### src/rtl/psr_xfer_pkg.sv
`timescale 1ns/1ps
// Shared types for the status register transfer unit.
// Assumes a 32-bit instruction word with fixed field positions.
package psr_xfer_pkg;

    typedef enum logic [0:0] {
        TGT_LIVE  = 1'b0,
        TGT_SAVED = 1'b1
    } psr_target_e;

    typedef struct packed {
        logic        use_imm;
        psr_target_e target;
        logic [3:0]  lane_en;
        logic [3:0]  rot_half;
        logic [7:0]  imm8;
        logic [3:0]  reg_idx;
    } psr_fields_t;

    // Pull the fields used by the transfer path out of an instruction word.
    function automatic psr_fields_t psr_decode(input logic [31:0] w);
        psr_fields_t f;
        f.use_imm  = w[25];
        f.target   = psr_target_e'(w[22]);
        f.lane_en  = w[19:16];
        f.rot_half = w[11:8];
        f.imm8     = w[7:0];
        f.reg_idx  = w[3:0];
        return f;
    endfunction

endpackage

### src/rtl/psr_operand.sv
`timescale 1ns/1ps
// Selects the write operand: either a rotated 8-bit immediate or the
// register-file value. Assumes WORD_W is at least 8 and ROT_W small.
module psr_operand #(
    parameter int unsigned WORD_W = 32,
    parameter int unsigned ROT_W  = 4
) (
    input  logic              use_imm,
    input  logic [7:0]        imm8,
    input  logic [ROT_W-1:0]  rot_half,
    input  logic [WORD_W-1:0] reg_val,
    output logic [WORD_W-1:0] operand
);
    localparam int unsigned AMT_W = ROT_W + 1;

    logic [2*WORD_W-1:0] doubled;
    logic [2*WORD_W-1:0] shifted;
    logic [AMT_W-1:0]    amount;

    // Rotate by shifting a doubled copy; the low half is the rotated word.
    always_comb begin
        amount  = {rot_half, 1'b0};
        doubled = {{(WORD_W-8){1'b0}}, imm8, {(WORD_W-8){1'b0}}, imm8};
        shifted = doubled >> amount;
        operand = use_imm ? shifted[WORD_W-1:0] : reg_val;
    end
endmodule

### src/rtl/psr_lane_mask.sv
`timescale 1ns/1ps
// Expands per-lane enables into a bit mask, one byte per enable.
module psr_lane_mask #(
    parameter int unsigned LANES  = 4,
    parameter int unsigned LANE_W = 8
) (
    input  logic [LANES-1:0]        lane_en,
    output logic [LANES*LANE_W-1:0] mask
);
    for (genvar i = 0; i < LANES; i++) begin : g_lane
        // Replicate each enable across its byte.
        assign mask[i*LANE_W +: LANE_W] = {LANE_W{lane_en[i]}};
    end
endmodule

### src/rtl/psr_merge.sv
`timescale 1ns/1ps
// Computes next register values and write enables under privilege rules.
// Assumes the mode field sits in the low MODE_W bits and flags on top.
module psr_merge #(
    parameter int unsigned          WORD_W    = 32,
    parameter int unsigned          MODE_W    = 5,
    parameter int unsigned          FLAG_BITS = 4,
    parameter logic [MODE_W-1:0]    USER_MODE = 5'h10
) (
    input  logic              wr_req,
    input  logic              to_saved,
    input  logic [WORD_W-1:0] live_q,
    input  logic [WORD_W-1:0] operand,
    input  logic [WORD_W-1:0] lane_mask,
    output logic [WORD_W-1:0] live_d,
    output logic              live_we,
    output logic              saved_we,
    output logic              illegal,
    output logic              mode_moved
);
    localparam logic [WORD_W-1:0] FLAG_MASK =
        {{FLAG_BITS{1'b1}}, {(WORD_W-FLAG_BITS){1'b0}}};

    logic              in_user;
    logic [WORD_W-1:0] eff_mask;

    // Narrow the mask in user mode and form the merged live word.
    always_comb begin
        in_user    = (live_q[MODE_W-1:0] == USER_MODE);
        eff_mask   = in_user ? (lane_mask & FLAG_MASK) : lane_mask;
        live_d     = (live_q & ~eff_mask) | (operand & eff_mask);
        live_we    = wr_req && !to_saved;
        saved_we   = wr_req && to_saved && !in_user;
        illegal    = wr_req && to_saved && in_user;
        mode_moved = live_we && (live_d[MODE_W-1:0] != live_q[MODE_W-1:0]);
    end
endmodule

### src/rtl/psr_xfer_unit.sv
`timescale 1ns/1ps
// Status register transfer unit: holds live and saved status words,
// performs masked writes and reads, reports mode changes and illegal
// user-mode saved-register writes. Banking is done by the consumer.
module psr_xfer_unit
    import psr_xfer_pkg::*;
#(
    parameter logic [31:0] RESET_PSR = 32'h0000_00D3,
    parameter logic [4:0]  USER_MODE = 5'h10
) (
    input  logic        clk,
    input  logic        rst_n,
    input  logic        insn_valid,
    input  logic        insn_write,
    input  logic [31:0] insn_word,
    output logic [3:0]  src_idx,
    input  logic [31:0] src_data,
    output logic [31:0] rd_data,
    output logic [31:0] cpsr,
    output logic [31:0] spsr,
    output logic        mode_chg,
    output logic [4:0]  mode_old,
    output logic [4:0]  mode_new,
    output logic        priv_err
);
    localparam int unsigned WORD_W = 32;
    localparam int unsigned LANE_W = 8;
    localparam int unsigned LANES  = WORD_W / LANE_W;
    localparam int unsigned MODE_W = 5;

    psr_fields_t       fld;
    logic [WORD_W-1:0] operand, mask, live_d;
    logic              live_we, saved_we, illegal, mode_moved;
    logic [WORD_W-1:0] cpsr_q, spsr_q;
    logic              chg_q, err_q;
    logic [MODE_W-1:0] old_q, new_q;

    // Decode the instruction fields once for all sub-blocks.
    always_comb fld = psr_decode(insn_word);

    psr_operand #(.WORD_W(WORD_W), .ROT_W(4)) u_operand (
        .use_imm  (fld.use_imm),
        .imm8     (fld.imm8),
        .rot_half (fld.rot_half),
        .reg_val  (src_data),
        .operand  (operand)
    );

    psr_lane_mask #(.LANES(LANES), .LANE_W(LANE_W)) u_mask (
        .lane_en (fld.lane_en),
        .mask    (mask)
    );

    psr_merge #(
        .WORD_W(WORD_W), .MODE_W(MODE_W), .FLAG_BITS(4), .USER_MODE(USER_MODE)
    ) u_merge (
        .wr_req     (insn_valid && insn_write),
        .to_saved   (fld.target == TGT_SAVED),
        .live_q     (cpsr_q),
        .operand    (operand),
        .lane_mask  (mask),
        .live_d     (live_d),
        .live_we    (live_we),
        .saved_we   (saved_we),
        .illegal    (illegal),
        .mode_moved (mode_moved)
    );

    // Register state and the one-cycle event strobes.
    always_ff @(posedge clk) begin
        if (!rst_n) begin
            cpsr_q <= RESET_PSR;
            spsr_q <= '0;
            chg_q  <= 1'b0;
            err_q  <= 1'b0;
            old_q  <= '0;
            new_q  <= '0;
        end else begin
            if (live_we)  cpsr_q <= live_d;
            if (saved_we) spsr_q <= operand;
            chg_q <= mode_moved;
            err_q <= illegal;
            if (mode_moved) begin
                old_q <= cpsr_q[MODE_W-1:0];
                new_q <= live_d[MODE_W-1:0];
            end
        end
    end

    // Outputs and the combinational read path.
    always_comb begin
        src_idx  = fld.reg_idx;
        rd_data  = (fld.target == TGT_SAVED) ? spsr_q : cpsr_q;
        cpsr     = cpsr_q;
        spsr     = spsr_q;
        mode_chg = chg_q;
        mode_old = old_q;
        mode_new = new_q;
        priv_err = err_q;
    end
endmodule

### config.mk
export PLATFORM = sky130hd
export DESIGN_NAME = psr_xfer_unit
export DESIGN_NICKNAME = d
export VERILOG_FILES = /design/src/rtl/psr_xfer_pkg.sv /design/src/rtl/psr_operand.sv /design/src/rtl/psr_lane_mask.sv /design/src/rtl/psr_merge.sv /design/src/rtl/psr_xfer_unit.sv
export SDC_FILE = /design/constraint.sdc
export NUM_CORES = 1
export LEC_CHECK = 0
export CORE_MARGIN = 4
export CORE_UTILIZATION = 40
export CTS_CLUSTER_DIAMETER = 30
export DETAILED_ROUTE_END_ITERATION = 10
export PLACE_DENSITY = 0.76
export SLEW_MARGIN = 10
export SYNTH_ARGS = -nofsm -noshare
export SYNTH_HDL_FRONTEND = slang
export SYNTH_SLANG_ARGS = --single-unit
export TNS_END_PERCENT = 100
### constraint.sdc
create_clock -name clk -period 5.7 [get_ports clk]
set_clock_uncertainty 0.05 [all_clocks]
set_input_delay 0.57 -clock clk [delete_from_list [all_inputs] [get_ports clk]]
set_output_delay 0.57 -clock clk [all_outputs]
set_load 0.01 [all_outputs]
==> summary.md <==
| Metric | Value |
|---|---|
| Routed length per placed instance | 17.5 um |
| Outcome | finished, final reports clean |
| Worst path depth | 7 |
| Placeable core region | between 9000 and 10,000 um2 |
| Period Utilization, post-route | between 60 and 70% |
| Largest family of logic cells by synthesized area | compound AO/OA/AOI/OAI gates |
| Delay of the slowest cell on the worst path | around 0.9 ns |
| GP Congestion | between 0.8 and 0.9 |
| Startpoint of the worst-slack reg-to-reg timing path | cpsr[4] |
| Initial DRC Count | ~230 |
| Critical Path Fanout Max | 32 |
| P_leak | roughly 2.7 nW |
| Share of the synthesized netlist area taken by xor and xnor gates | less than 1% |
| Final-layout worst hold slack | between 0.4 and 0.5 ns |
| Clk buf depth | 2 |
| Critical Path End | mode_chg |
| Clk sink count | 76 |
| Root Driver | clkbuf_8 |
| Drt pass-1 iters | 7 |
| Cell count of the worst reg-to-reg path | 5 |
| Primary FF master, synth | dfxtp_1 |
| Fraction of the yosys area taken by sequential cells | 36.7% |
| Flop-to-flop setup slack | ~2.9 ns |
| Post-DP Area | 5760 um2 |
| Number of standard cells after synthesis | about 480 |
| Number of failing hold endpoints at the final stage | 0 |
| Type of element capturing the critical path | register |
| Critical Path Start | insn_word[25] |
| Number of distinct standard cells referenced by the synthesized netlist | 43 |
| Final net count | between 600 and 700 |
| Post-route setup TNS | 0 ns |
| H-tree depth | 3 |
| Cell family with the largest share of critical-path delay | buffers and inverters |
| Post-cts hold buffer count | 0 |
| Total detailed-routing wirelength | ~13,000 um |
| Number of design rule violations left after detail routing | 0 |
| Yosys synthesis warning count | 0 |
| Portion of netlist area occupied by mux cells | 15.3% |
| Total Routing Usage GR | 22.3% |
| Standard cell with the maximum stage delay on the critical path | inv_1 |
| DIE AREA | approximately 12,000 um2 |
| Sum of overflow across all layers after global routing | 0 |
| Most numerous cell in the Yosys netlist | nand2_1 |
| Req. time, crit path | about 5.9 ns |
| Drt via density | around 5.4 |
| Slew @ Worst Pin | 0.943 ns |
| Post-detailed-placement half-perimeter wirelength | between 9000 and 10,000 um |
| TritonCTS clock tree | yes |
| IR Drop Worst-Case VDD | 0.127 mV |
| Adder-Cell Fraction of Synth Area | 0% |
| Highest Clock Rate | 0.255 GHz |
| Count of inserted antenna diode cells | 0 |
| Post-route design area | 5940 um2 |
| Clock-pin slew of the registers on the worst-case setup and hold paths | about 0.090 ns |
| Filler Cells Inserted | just over 900 |
| Insertion delay of the later-clocked pin in the worst-skew pair | about 0.35 ns |
| # setup viols final | 0 |
| Die extent in x | approximately 110 um |
| Effective utilization at floorplan | 41.8% |
| Number of antenna violations at the first check in global routing | 0 |
| I/O pin count | 180 |
| Largest net degree at the start of global routing | 87 |
| Average cell area after synthesis | 8.57 um2 |
| Number of port buffers | between 150 and 200 |
| Share of cells above drive strength 1 | 9.49% |
| Reg-to-Reg End | mode_chg |
| Number of enable flip-flop cells after synthesis | 0 |
| Ordered cell list for the critical path | clkdlybuf4s50_1, inv_1, nor2_1, a222oi_1, o211ai_1, a2bb2oi_2, and2b_1 |
| Chip Height | 110 um |
| Power Density | slightly above 200 nW/um2 |
| Async SR Flop Fraction | 0% |
| TritonCTS buffer count | 9 |
| Area leader, netlist | dfxtp_1 |
| Area fraction in and, or, nand and nor cells after synthesis | 19.2% |
| Area share of the leading cell type in the synthesized netlist | 36.7% |
| Share of the synthesized area in compound gates (AO/OA/AOI/OAI) | a little under a quarter |
| Multi-input logic area | roughly 2400 um2 |
| Data arrival at the endpoint of the critical path | slightly above 4 ns |
| Max-slew violations | 0 |
| Most frequent cells after synthesis | nand2_1, dfxtp_1, o211a_1 |
| Synth area leaders | dfxtp_1, nand2_1, mux2_2, o211a_1, mux2i_1 |
| Area overhead of the layout relative to synthesis | 43.4% |
| Cells resized by post-CTS repair | 0 |
| Critical path launch point type | input pin |
| Final critical delay including setup and external delays | about 3.9 ns |
| Number of maximum-capacitance constraint violations | 0 |
| Detail Route Antenna Nets | 0 |
| Total nets after synthesis | approximately 550 |
| Category of the critical setup timing path | input pin to register |
| Via count of the first global-routing pass | between 4,000 and 5,000 |
| Wire length of the first global-routing pass | about 21,000 um |
| Post-Syn Area | 4140 um2 |
| Count of buffers added by post-CTS timing repair for setup | 0 |
| Total via count in the routed design | 4,073 |
| Setup repair after global routing missed its margin | false |
| Max-Slew Margin vs Limit | ~37% |
| Path class of the lowest-slack min-delay path | register to register |
| Crit path buf inv count | 2 |
| Register bit count reported by yosys | 76 |
| Area occupied by registers | approximately 1500 um2 |
| Std-Cell Rows | 36 |
## tightest hold or removal path, cell delays in order, from the launching register on
cell and delay [ns]:
dfxtp_1 0.32, nand2_1 0.05, mux2i_1 0.05
## through the flow
stage | std cells | worst slack (ns) | power [mW] | util [%]
after CTS | 755 | 1.77 | 1.23 | 59.9
after detailed placement | 739 | 1.39 | 0.844 | 58.1
after floorplan | 483 | 3.30 | 0.714 | -
after global routing | 755 | 1.46 | 1.27 | 59.9
after global placement | 739 | 1.47 | 0.838 | 58.1
final | 755 | 1.77 | 1.22 | 59.9
## routing by layer
metal / wire length (um) / global-route usage, %
met3: 1180 / 8.04
met1: 5540 / 27.2
met2: 6340 / 37.5
met5: 0 / 0
met4: 180 / 5.34
## power breakdown
part           internal [mW]  switching, mW  total (mW)  leakage [nW]
clock                  0.163          0.219       0.383        0.0870
sequential             0.550         0.0173       0.568         0.618
combinational          0.139          0.126       0.265          1.95
## how the worst min path moves through the flow
stage	startpoint	endpoint	slack, ns	cells past startpoint
after floorplan	mode_new[0]	mode_new[0]	0.43	2
after global placement	mode_old[2]	mode_old[2]	0.40	2
final	mode_new[0]	mode_new[0]	0.41	2
after global routing	mode_old[3]	mode_old[3]	0.44	2
after detailed placement	mode_old[1]	mode_old[1]	0.40	2
after CTS	mode_old[2]	mode_old[2]	0.42	2
## area by class of cell
cell class | instances | area share (%)
Multi-Input combinational cell | 359 | 40.4
Timing Repair Buffer | 167 | 27.9
Sequential cell | 76 | 25.6
Tap cell | 133 | 2.80
Clock buffer | 9 | 2.09
Clock inverter | 7 | 0.927
Inverter | 4 | 0.253
## placed cells by master, fill, tap and decap left out, types with 3 or more instances in the layout
cell             count
and2_1               6
nor2b_1             10
mux2_2              33
a32oi_1              4
o211a_1             36
and3_1               9
a21boi_0            15
o211ai_1             6
o2bb2ai_1            3
dfxtp_1             76
nand2_1            103
clkbuf_8             9
inv_1                4
nor2_1              33
nand3_1              6
o21ai_0             10
a21oi_1             21
mux2i_1             24
a221oi_1             3
inv_6                4
a22oi_1             13
clkdlybuf4s50_1    163
## kinds of logic (layout without fill, tap and decap cells)
| family | Yosys count | in the layout |
|---|---|---|
| xor+xnor | 1 | 1 |
| mux | 58 | 58 |
| flops | 76 | 76 |
| buf+inv | 48 | 187 |
| simple gates | 180 | 180 |
| compound gates | 120 | 120 |
(Power assumes the default switching activity.)
